$ cat config.mk
export PLATFORM = sky130hd
export DESIGN_NAME = serial_rx_unit
export DESIGN_NICKNAME = d
export VERILOG_FILES = /design/src/rtl/rx_pkg.sv /design/src/rtl/rx_control.sv /design/src/rtl/rx_datapath.sv /design/src/rtl/serial_rx_unit.sv
export SDC_FILE = /design/constraint.sdc
export NUM_CORES = 1
export LEC_CHECK = 0
export BUFFER_PORTS_ARGS = -buffer_cell sky130_fd_sc_hd__buf_2
export CAP_MARGIN = 10
export CORE_MARGIN = 1
export CORE_UTILIZATION = 50
export DETAILED_ROUTE_END_ITERATION = 8
export GPL_TIMING_DRIVEN = 0
export HOLD_SLACK_MARGIN = 0.12
export PLACE_DENSITY = 0.71
export SYNTH_ARGS = -nofsm -noshare
export SYNTH_HDL_FRONTEND = slang
export SYNTH_HIERARCHICAL = 1
export SYNTH_SLANG_ARGS = --single-unit
$ cat constraint.sdc
create_clock -name clk -period 3.8 [get_ports clk]
set_input_delay 1.14 -clock clk [delete_from_list [all_inputs] [get_ports clk]]
set_output_delay 1.14 -clock clk [all_outputs]
set_load 0.05 [all_outputs]
$ cat src/rtl/rx_pkg.sv
package rx_pkg;
  typedef struct packed {
    logic shiftBit;   // sample a data bit into the shift register
    logic capParity;  // sample the parity bit
    logic endFrame;   // sample the first stop bit and judge the character
  } rxStrobe_t;
endpackage

$ cat src/rtl/rx_control.sv
module rx_control
  import rx_pkg::*;
#(
  parameter int OVERSAMPLE = 16,
  parameter int DATA_MAX   = 8
) (
  input  logic       clk,
  input  logic       rstN,
  input  logic       sampleTick,
  input  logic       lineS,
  input  logic       lockout,
  input  logic       cfgLongChar,
  input  logic       cfgParityEn,
  input  logic       cfgTwoStop,
  output rxStrobe_t  strobe
);
  localparam int PHASE_W    = $clog2(OVERSAMPLE);
  localparam int IDX_W      = $clog2(DATA_MAX);
  localparam int MID_PHASE  = OVERSAMPLE / 2 - 1;
  localparam int LAST_PHASE = OVERSAMPLE - 1;

  typedef enum logic [2:0] {
    S_IDLE, S_START, S_DATA, S_PAR, S_STOP, S_STOP2
  } rxState_t;

  rxState_t            state, stateNext;
  logic [PHASE_W-1:0]  phase, phaseNext;
  logic [IDX_W-1:0]    bitIdx, idxNext;
  logic [IDX_W-1:0]    lastIdx;
  logic                phaseEnd;

  assign lastIdx  = cfgLongChar ? IDX_W'(DATA_MAX - 1) : IDX_W'(DATA_MAX - 2);
  assign phaseEnd = sampleTick && (phase == PHASE_W'(LAST_PHASE));

  always_comb begin
    stateNext = state;
    phaseNext = phase;
    idxNext   = bitIdx;
    if (state != S_IDLE && state != S_START && sampleTick)
      phaseNext = phaseEnd ? '0 : phase + 1'b1;
    case (state)
      S_IDLE: begin
        if (sampleTick && !lineS && !lockout) begin
          stateNext = S_START;
          phaseNext = '0;
        end
      end
      S_START: begin
        if (sampleTick) begin
          if (phase == PHASE_W'(MID_PHASE)) begin
            phaseNext = '0;
            idxNext   = '0;
            stateNext = lineS ? S_IDLE : S_DATA;
          end else begin
            phaseNext = phase + 1'b1;
          end
        end
      end
      S_DATA: begin
        if (phaseEnd) begin
          idxNext = bitIdx + 1'b1;
          if (bitIdx == lastIdx) stateNext = cfgParityEn ? S_PAR : S_STOP;
        end
      end
      S_PAR:   if (phaseEnd) stateNext = S_STOP;
      S_STOP:  if (phaseEnd) stateNext = cfgTwoStop ? S_STOP2 : S_IDLE;
      S_STOP2: if (phaseEnd) stateNext = S_IDLE;
      default: stateNext = S_IDLE;
    endcase
  end

  always_ff @(posedge clk or negedge rstN) begin
    if (!rstN) begin
      state  <= S_IDLE;
      phase  <= '0;
      bitIdx <= '0;
    end else begin
      state  <= stateNext;
      phase  <= phaseNext;
      bitIdx <= idxNext;
    end
  end

  always_comb begin
    strobe.shiftBit  = phaseEnd && (state == S_DATA);
    strobe.capParity = phaseEnd && (state == S_PAR);
    strobe.endFrame  = phaseEnd && (state == S_STOP);
  end
endmodule

$ cat src/rtl/rx_datapath.sv
module rx_datapath
  import rx_pkg::*;
#(
  parameter int DATA_MAX = 8,
  parameter int SYNC_LEN = 2
) (
  input  logic                clk,
  input  logic                rstN,
  input  logic                rxLine,
  input  rxStrobe_t           strobe,
  input  logic                cfgLongChar,
  input  logic                cfgParityEn,
  input  logic                cfgParityOdd,
  input  logic                rxIntEn,
  input  logic                clrFull,
  input  logic                clrOverrun,
  input  logic                clrFraming,
  input  logic                clrParity,
  output logic                lineS,
  output logic                lockout,
  output logic [DATA_MAX-1:0] rxData,
  output logic                fullFlag,
  output logic                overrunFlag,
  output logic                framingFlag,
  output logic                parityFlag,
  output logic                rxIrq,
  output logic                errIrq
);
  logic [SYNC_LEN-1:0] syncQ;
  logic [DATA_MAX-1:0] shiftQ;
  logic [DATA_MAX-1:0] charWord;
  logic                parBit;
  logic                badParity, badStop, lost, clean;

  // Synchroniser: idle-high line, so it resets to ones
  always_ff @(posedge clk or negedge rstN) begin
    if (!rstN) syncQ <= '1;
    else       syncQ <= {syncQ[SYNC_LEN-2:0], rxLine};
  end
  assign lineS = syncQ[SYNC_LEN-1];

  // Shift register: new bits enter at the top, so the first bit ends lowest
  always_ff @(posedge clk or negedge rstN) begin
    if (!rstN) begin
      shiftQ <= '0;
      parBit <= 1'b0;
    end else begin
      if (strobe.shiftBit)  shiftQ <= {lineS, shiftQ[DATA_MAX-1:1]};
      if (strobe.capParity) parBit <= lineS;
    end
  end

  assign charWord  = cfgLongChar ? shiftQ : {1'b0, shiftQ[DATA_MAX-1:1]};
  assign badParity = cfgParityEn && ((^charWord ^ parBit) != cfgParityOdd);
  assign badStop   = !lineS;
  assign lost      = fullFlag;
  assign clean     = !badParity && !badStop && !lost;

  always_ff @(posedge clk or negedge rstN) begin
    if (!rstN) begin
      rxData      <= '0;
      fullFlag    <= 1'b0;
      overrunFlag <= 1'b0;
      framingFlag <= 1'b0;
      parityFlag  <= 1'b0;
    end else begin
      if (strobe.endFrame && !lost) rxData <= charWord;
      fullFlag    <= (strobe.endFrame && clean)     || (fullFlag    && !clrFull);
      overrunFlag <= (strobe.endFrame && lost)      || (overrunFlag && !clrOverrun);
      framingFlag <= (strobe.endFrame && badStop)   || (framingFlag && !clrFraming);
      parityFlag  <= (strobe.endFrame && badParity) || (parityFlag  && !clrParity);
    end
  end

  assign lockout = overrunFlag || framingFlag || parityFlag;
  assign rxIrq   = rxIntEn && fullFlag;
  assign errIrq  = rxIntEn && lockout;
endmodule

$ cat src/rtl/serial_rx_unit.sv
module serial_rx_unit
  import rx_pkg::*;
#(
  parameter int DATA_MAX   = 8,
  parameter int OVERSAMPLE = 16,
  parameter int SYNC_LEN   = 2
) (
  input  logic                clk,
  input  logic                rstN,
  input  logic                sampleTick,
  input  logic                rxLine,
  input  logic                cfgLongChar,
  input  logic                cfgParityEn,
  input  logic                cfgParityOdd,
  input  logic                cfgTwoStop,
  input  logic                rxIntEn,
  input  logic                clrFull,
  input  logic                clrOverrun,
  input  logic                clrFraming,
  input  logic                clrParity,
  output logic [DATA_MAX-1:0] rxData,
  output logic                fullFlag,
  output logic                overrunFlag,
  output logic                framingFlag,
  output logic                parityFlag,
  output logic                rxIrq,
  output logic                errIrq
);
  rxStrobe_t strobe;
  logic      lineS;
  logic      lockout;

  rx_control #(.OVERSAMPLE(OVERSAMPLE), .DATA_MAX(DATA_MAX)) u_ctrl (
    .clk(clk), .rstN(rstN), .sampleTick(sampleTick), .lineS(lineS),
    .lockout(lockout), .cfgLongChar(cfgLongChar), .cfgParityEn(cfgParityEn),
    .cfgTwoStop(cfgTwoStop), .strobe(strobe)
  );

  rx_datapath #(.DATA_MAX(DATA_MAX), .SYNC_LEN(SYNC_LEN)) u_dp (
    .clk(clk), .rstN(rstN), .rxLine(rxLine), .strobe(strobe),
    .cfgLongChar(cfgLongChar), .cfgParityEn(cfgParityEn),
    .cfgParityOdd(cfgParityOdd), .rxIntEn(rxIntEn),
    .clrFull(clrFull), .clrOverrun(clrOverrun), .clrFraming(clrFraming),
    .clrParity(clrParity), .lineS(lineS), .lockout(lockout),
    .rxData(rxData), .fullFlag(fullFlag), .overrunFlag(overrunFlag),
    .framingFlag(framingFlag), .parityFlag(parityFlag),
    .rxIrq(rxIrq), .errIrq(errIrq)
  );
endmodule

==> metrics.log, run 1 <==
INFO  metric drt.antenna.violating_nets = 0
INFO  metric yosysWarningCount = 6
INFO  metric fin_tns_setup = 0 ns
INFO  metric setup_repair_after_global_routing_missed_its_margin = false
INFO  metric p_per_area = 431 nW/um^2
INFO  metric post_drt_wl_per_cell = approximately 14 um
INFO  metric startpoint_of_the_lowest_slack_register_to_register_path = u_ctrl/phase[0]
INFO  metric synth.area.top_cells = dfrtp_1 (43%), mux2_2 (5.6%), mux2i_1 (3.8%)
INFO  metric synthDominantAreaCellType = dfrtp_1
INFO  metric io_pins = 27
INFO  metric detail_route.first_pass.iterations = 4
INFO  metric async_reset_ff_share = 100%
INFO  metric ys_ff_latch = 33
INFO  metric cts_buffers = 5
INFO  metric startpoint_type = primary input
INFO  metric dominantRegCellSynth = dfrtp_1
INFO  metric required = roughly 2.7 ns
INFO  metric worstSetupPathType = primary input to output pin
INFO  metric final.min_clock_period = 2.73 ns
INFO  metric die_height = 62.4 um
INFO  metric netlist_area = 1820 sq um
INFO  metric synth.yosys.seq_area_share = a little under half
INFO  metric via_count_of_the_first_global_routing_pass = 1414
INFO  metric grt_overflow = 0
INFO  metric core_area = approximately 3400 sq um
INFO  metric timing_hold_violations_final = 0
INFO  metric cts_max_level = 2
INFO  metric fin_nets = 232
INFO  metric power.total = 0.891 mW
INFO  metric clkTransAtPathRegs = around 0.1 ns
INFO  metric worstSetupEndpointType = output pin
INFO  metric status = completed
INFO  metric std_cell_rows = 21
INFO  metric postCtsSetupRepairBufs = 0
INFO  metric dpl.cell_count = 256
INFO  metric synth_fp_nets = between 150 and 200
INFO  metric achievable-frequency = 366 MHz
INFO  metric place.gp.congestion = 0.847
INFO  metric vias = 1466
INFO  metric clock_latency_late_sink = 0.34 ns
INFO  metric detailedRoute.firstIterationViolations = 87
INFO  metric drt-total-wl = 3710 um
INFO  metric cts_sinks = 33
INFO  metric tightestPinTransition = 0.729 ns
INFO  metric cp_max_fo = 2
INFO  metric startpoint = rxIntEn
INFO  metric effective_utilization_at_floorplan = between 50% and 60%
INFO  metric post_synth_num_cell_types = 45
INFO  metric numPortBuffers = 26
INFO  metric synthesis.area_per_instance = 9.91 sq um
INFO  metric grt_start_max_net_pins = 34
INFO  metric viasPerCell = about 5.6
INFO  metric max-cap-violations = 0
INFO  metric p_leak = roughly 0.97 nW
INFO  metric cts-resized-gates = 0
INFO  metric hold_ws = between 0.3 and 0.4 ns
INFO  metric cts_tree = built
INFO  metric grt_antenna_before_repair = 0
INFO  metric post_route_non_filler_standard_cell_count = around 260
INFO  metric final.period_utilization = a little under three quarters
INFO  metric setup_viol_count_final = 0
INFO  metric design.die.area = roughly 4000 sq um
INFO  metric yosysTopAreaCellShare = 42.5%
INFO  metric dp_hpwl = 2680 um
INFO  metric flow.area_growth_from_synthesis = 13.3%
INFO  metric fin_worst_skew = approximately 0.014 ns
INFO  metric synth-edff-count = 0
INFO  metric drv_slew = 0
INFO  metric clk_root_buffer_cell = clkbuf_4
INFO  metric max-vdd-ir-drop = about 0.00024 V
INFO  metric drc_errors = 0
INFO  metric synthesis.instances = approximately 180
INFO  metric cts_max_path_buffers = 2
INFO  metric wire_length_of_the_first_global_routing_pass = 6550 um
INFO  metric chipWidth = between 60 and 70 um
INFO  metric hold_path.class = flop to flop
INFO  metric holdCritStartpoint = u_dp/syncQ[0]
INFO  metric grt_usage = 21.6%
INFO  metric postCtsHoldBufs = 0
INFO  metric layout_cell_share_with_drive_strength_beyond_1 = 24.8%
INFO  metric cp.arrival = 1.59 ns
INFO  metric num_antenna_cells = 0
INFO  metric slew-limit-headroom = 51.4%
[where the power goes]
part / switching, mW / internal (mW)
Combinational: 0.156 / 0.112
Clock: 0.126 / 0.0697
Sequential: 0.0442 / 0.383
[routing by layer]
metal  up-vias  routed length [um]  GRT usage (%)  share of wire [%]
met5         -                   0              0                  0
met4         0                  49           7.27                1.3
met3         6                 221           5.84                6.0
met2        46                1540           31.4                 42
met1       689                1890           30.9                 51
li1        725                   -              -                  -
[state kept, by name, summed over array words and instances (netlist names)]
name / flops
u_ctrl/bitIdx: 3
u_ctrl/phase: 4
u_ctrl/state: 3
u_dp/framingFlag: 1
u_dp/fullFlag: 1
u_dp/overrunFlag: 1
u_dp/parBit: 1
u_dp/parityFlag: 1
u_dp/rxData: 8
u_dp/shiftQ: 8
u_dp/syncQ: 2
[per-stage QoR]
step           setup WS, ns  utilization, %  instance area, sq um
2_1_floorplan          1.11               -                  1820
3_3_place_gp          0.967            58.9                  2010
3_5_place_dp          0.917            58.9                  2010
4_1_cts                1.06            60.5                  2070
5_1_grt                1.04            60.5                  2070
6_report               1.07            60.5                  2070
[cells in the final DEF (no fill, tap or decap), drive strengths merged, types with 3 or more instances in the layout]
master / instances
a211oi: 3
a21oi: 9
and2: 5
buf: 30
clkbuf: 9
dfrtp: 31
inv: 9
mux2: 10
mux2i: 7
nand2: 18
nand2b: 7
nor2: 8
nor3: 7
o21ai: 17
or3: 4
xnor2: 8
[synthesized netlist by cell type (2+ instances only)]
cell type	count
o21ai_0	11
nand3b_1	2
mux2i_1	7
a211oi_1	2
clkbuf_1	4
nor2_1	8
o21ai_1	6
or3_1	4
ha_1	2
nor3_1	7
dfstp_2	2
a22o_1	2
mux2_2	9
dfrtp_1	31
nand2_1	18
xnor2_1	8
buf_2	4
nand3_1	2
a32o_1	2
nand2b_1	7
inv_1	9
and2_1	5
o31ai_1	2
a21oi_1	9
[kinds of logic (layout without fill, tap and decap cells)]
family	Yosys count	in the layout	share of synthesized area (%)
AOI/OAI and AO/OA	46	46	16.7
xor gates and xnor gates	10	10	5.56
adders and majority gates	2	2	1.37
buffers and inverters	17	51	3.77
DFF	33	33	45.4
muxes	17	17	10.2
and+or+nand+nor	59	59	16.9
[final timing paths]
kind                       slack, ns  cells after the start        endpoint
max                             1.07                      3           rxIrq
min                             0.36                      0   u_dp/syncQ[1]
max reg2reg                     1.38                      7  u_dp/rxData[1]
min reg2reg                     0.36                      0   u_dp/syncQ[1]
max in group asynchronous       2.48                      1  u_dp/shiftQ[4]
min in group asynchronous       0.84                      1  u_dp/rxData[7]
[worst max-delay path: stages]
cell and delay, ns:
buf_2 0.08, and2_1 0.11, buf_2 0.26
[area by class of cell]
cell class	instances	area [sq um]
plain buffers	8	35.0
clock buffers	5	37.5
clock inverters	3	17.5
fillers	310	1350
inverters	9	33.8
multi-input cells	134	927
flip-flops and latches	33	828
well taps	46	57.6
repair buffers	26	130
Note: power is estimated with default switching activity, not from simulation.
==> run 2: changes to the inputs <==
Settings changed: PLACE_DENSITY 0.71 to 0.74.
Clock period 3.8 ns to 2.4 ns, I/O delays scaled along.
==> metrics.log, run 2 (synthesis results as in run 1) <==
INFO  metric numPortBuffers = 26
INFO  metric power.total = 1.64 mW
INFO  metric cts_max_path_buffers = 2
INFO  metric post_drt_wl_per_cell = ~14 um
INFO  metric max-cap-violations = 0
INFO  metric timing_hold_violations_final = 0
INFO  metric cp.arrival = 1.51 ns
INFO  metric chipWidth = 62.4 um
INFO  metric status = completed
INFO  metric io_pins = 27
INFO  metric netSwitchingPower = 0.529 mW
INFO  metric hold_path.class = flop to flop
INFO  metric die_height = around 62 um
INFO  metric cts_sinks = 33
INFO  metric delay_contributed_by_the_slowest_stage_of_the_critical_path = approximately 0.42 ns
INFO  metric drt.antenna.violating_nets = 0
INFO  metric placed_area = 2010 sq um
INFO  metric setup_repair_after_global_routing_missed_its_margin = false
INFO  metric clk_root_buffer_cell = clkbuf_4
INFO  metric achievable-frequency = 448 MHz
INFO  metric clock_latency_late_sink = 0.34 ns
INFO  metric core_area = roughly 3400 sq um
INFO  metric grt_overflow = 0
INFO  metric effective_utilization_at_floorplan = a little over half
INFO  metric clkTransAtPathRegs = 0.10 ns
INFO  metric cp_max_fo = 3
INFO  metric drv_slew = 0
INFO  metric p_leak = 1.00 nW
INFO  metric layout.cell_area.non_filler = ~2100 sq um
INFO  metric std_cell_rows = 21
INFO  metric vias = 1487
INFO  metric internal_power_of_the_cells = 1.11 mW
INFO  metric grt_usage = a little over a fifth
INFO  metric final.period_utilization = 93.0%
INFO  metric grt_start_max_net_pins = 34
INFO  metric place_ws = -0.106 ns
INFO  metric cts_tree = built
INFO  metric timing.final.ws_setup = roughly 0.17 ns
INFO  metric max-vdd-ir-drop = 0.000468 V
INFO  metric met3RoutedLength = 229 um
INFO  metric final_cell_mix = dfrtp_1 (31), buf_2 (30), nand2_1 (17)
INFO  metric worstSetupEndpointType = output pin
INFO  metric final_util = between 60% and 70%
INFO  metric cts_buffers = 5
INFO  metric switching_share = around 32%
INFO  metric final.min_clock_period = 2.23 ns
INFO  metric mostFrequentLayoutCell = dfrtp_1
INFO  metric seq_power_share = about two fifths
INFO  metric top_regs = u_dp/rxData: 8 flops, u_dp/shiftQ: 8 flops, u_ctrl/phase: 4 flops
INFO  metric viasPerCell = 5.63
INFO  metric design.die.area = 3890 sq um
INFO  metric timing.critical_path.cells = or3_1, and2_1, buf_2
INFO  metric flow.area_growth_from_synthesis = 16.7%
INFO  metric critical-path-slowest-cell = dfrtp_1
INFO  metric grt_antenna_before_repair = 0
INFO  metric worstSetupPathType = flop to output pin
INFO  metric layout_cell_share_with_drive_strength_beyond_1 = 26.1%
INFO  metric detail_route.first_pass.iterations = 4
INFO  metric p_per_area = 769 nW/um^2
INFO  metric postCtsHoldBufs = 0
INFO  metric fin_nets = ~230
INFO  metric comb_power_share = 26.5%
INFO  metric cts_max_level = 2
INFO  metric drt-total-wl = 3780 um
INFO  metric power_frac_clock = about a third
INFO  metric dp_hpwl = between 2000 and 3000 um
INFO  metric wire_length_of_the_first_global_routing_pass = 6730 um
INFO  metric place.gp.congestion = 0.879
INFO  metric num_antenna_cells = 0
INFO  metric via_count_of_the_first_global_routing_pass = 1491
INFO  metric slew-limit-headroom = 52.5%
INFO  metric tightestPinTransition = 0.712 ns
INFO  metric setup_viol_count_final = 0
INFO  metric fin_worst_skew = 0.0109 ns
INFO  metric startpoint_type = flop
INFO  metric hold_ws = 0.365 ns
INFO  metric met2WireLength = 1760 um
INFO  metric detailedRoute.firstIterationViolations = 50
INFO  metric highest_routed_metal_layer = met4
INFO  metric m1WireLength = 1750 um
INFO  metric required = 1.68 ns
INFO  metric drc_errors = 0
-- run 2: cell type report --
type / count / area, sq um
fillers: 292 / 1290
clock inverters: 3 / 65.1
inverters: 9 / 33.8
multi-input cells: 134 / 941
well taps: 46 / 57.6
plain buffers: 8 / 36.3
clock buffers: 5 / 37.5
repair buffers: 26 / 130
flip-flops and latches: 33 / 828
-- run 2: metal layers --
metal / track usage (%) / vias up
li1: - / 724
met1: 28.4 / 705
met2: 35.1 / 52
met3: 5.11 / 6
met4: 8.43 / 0
met5: 0 / -
-- run 2: what timing repair did --
action,in CTS,in global routing
setup endpoints to repair,8,16
setup buffers,0,0
gates resized for setup,1,4
gates cloned,0,0
-- run 2: worst paths after layout --
| kind | start | end | slack (ns) | cells past startpoint |
|---|---|---|---|---|
| max | u_dp/overrunFlag | errIrq | 0.17 | 3 |
| min | u_dp/syncQ[0] | u_dp/syncQ[1] | 0.36 | 0 |
| max reg2reg | u_ctrl/phase[0] | u_dp/shiftQ[1] | 0.23 | 5 |
| min reg2reg | u_dp/syncQ[0] | u_dp/syncQ[1] | 0.36 | 0 |
| max in group asynchronous | rstN | u_dp/shiftQ[3] | 1.52 | 1 |
| min in group asynchronous | rstN | u_ctrl/bitIdx[0] | 0.41 | 1 |
-- run 2: worst max-delay path: cells and delay by family (launching register included) --
kind,cells,cell delay (ns)
buf+inv,1,0.20
flops,1,0.42
simple gates,2,0.56
-- run 2: power groups by stage --
stage | clock network, mW | logic [mW] | registers (mW)
2_1_floorplan | 0 | 0.319 | 0.672
3_3_place_gp | 0 | 0.395 | 0.680
3_5_place_dp | 0 | 0.417 | 0.686
4_1_cts | 0.530 | 0.424 | 0.675
5_1_grt | 0.564 | 0.479 | 0.685
6_report | 0.526 | 0.433 | 0.678
-- run 2: through the flow --
step	cells	TNS, ns
after floorplan	184	0
after global placement	256	0
after detailed placement	256	-0.772
after CTS	264	0
after global routing	264	0
final	264	0
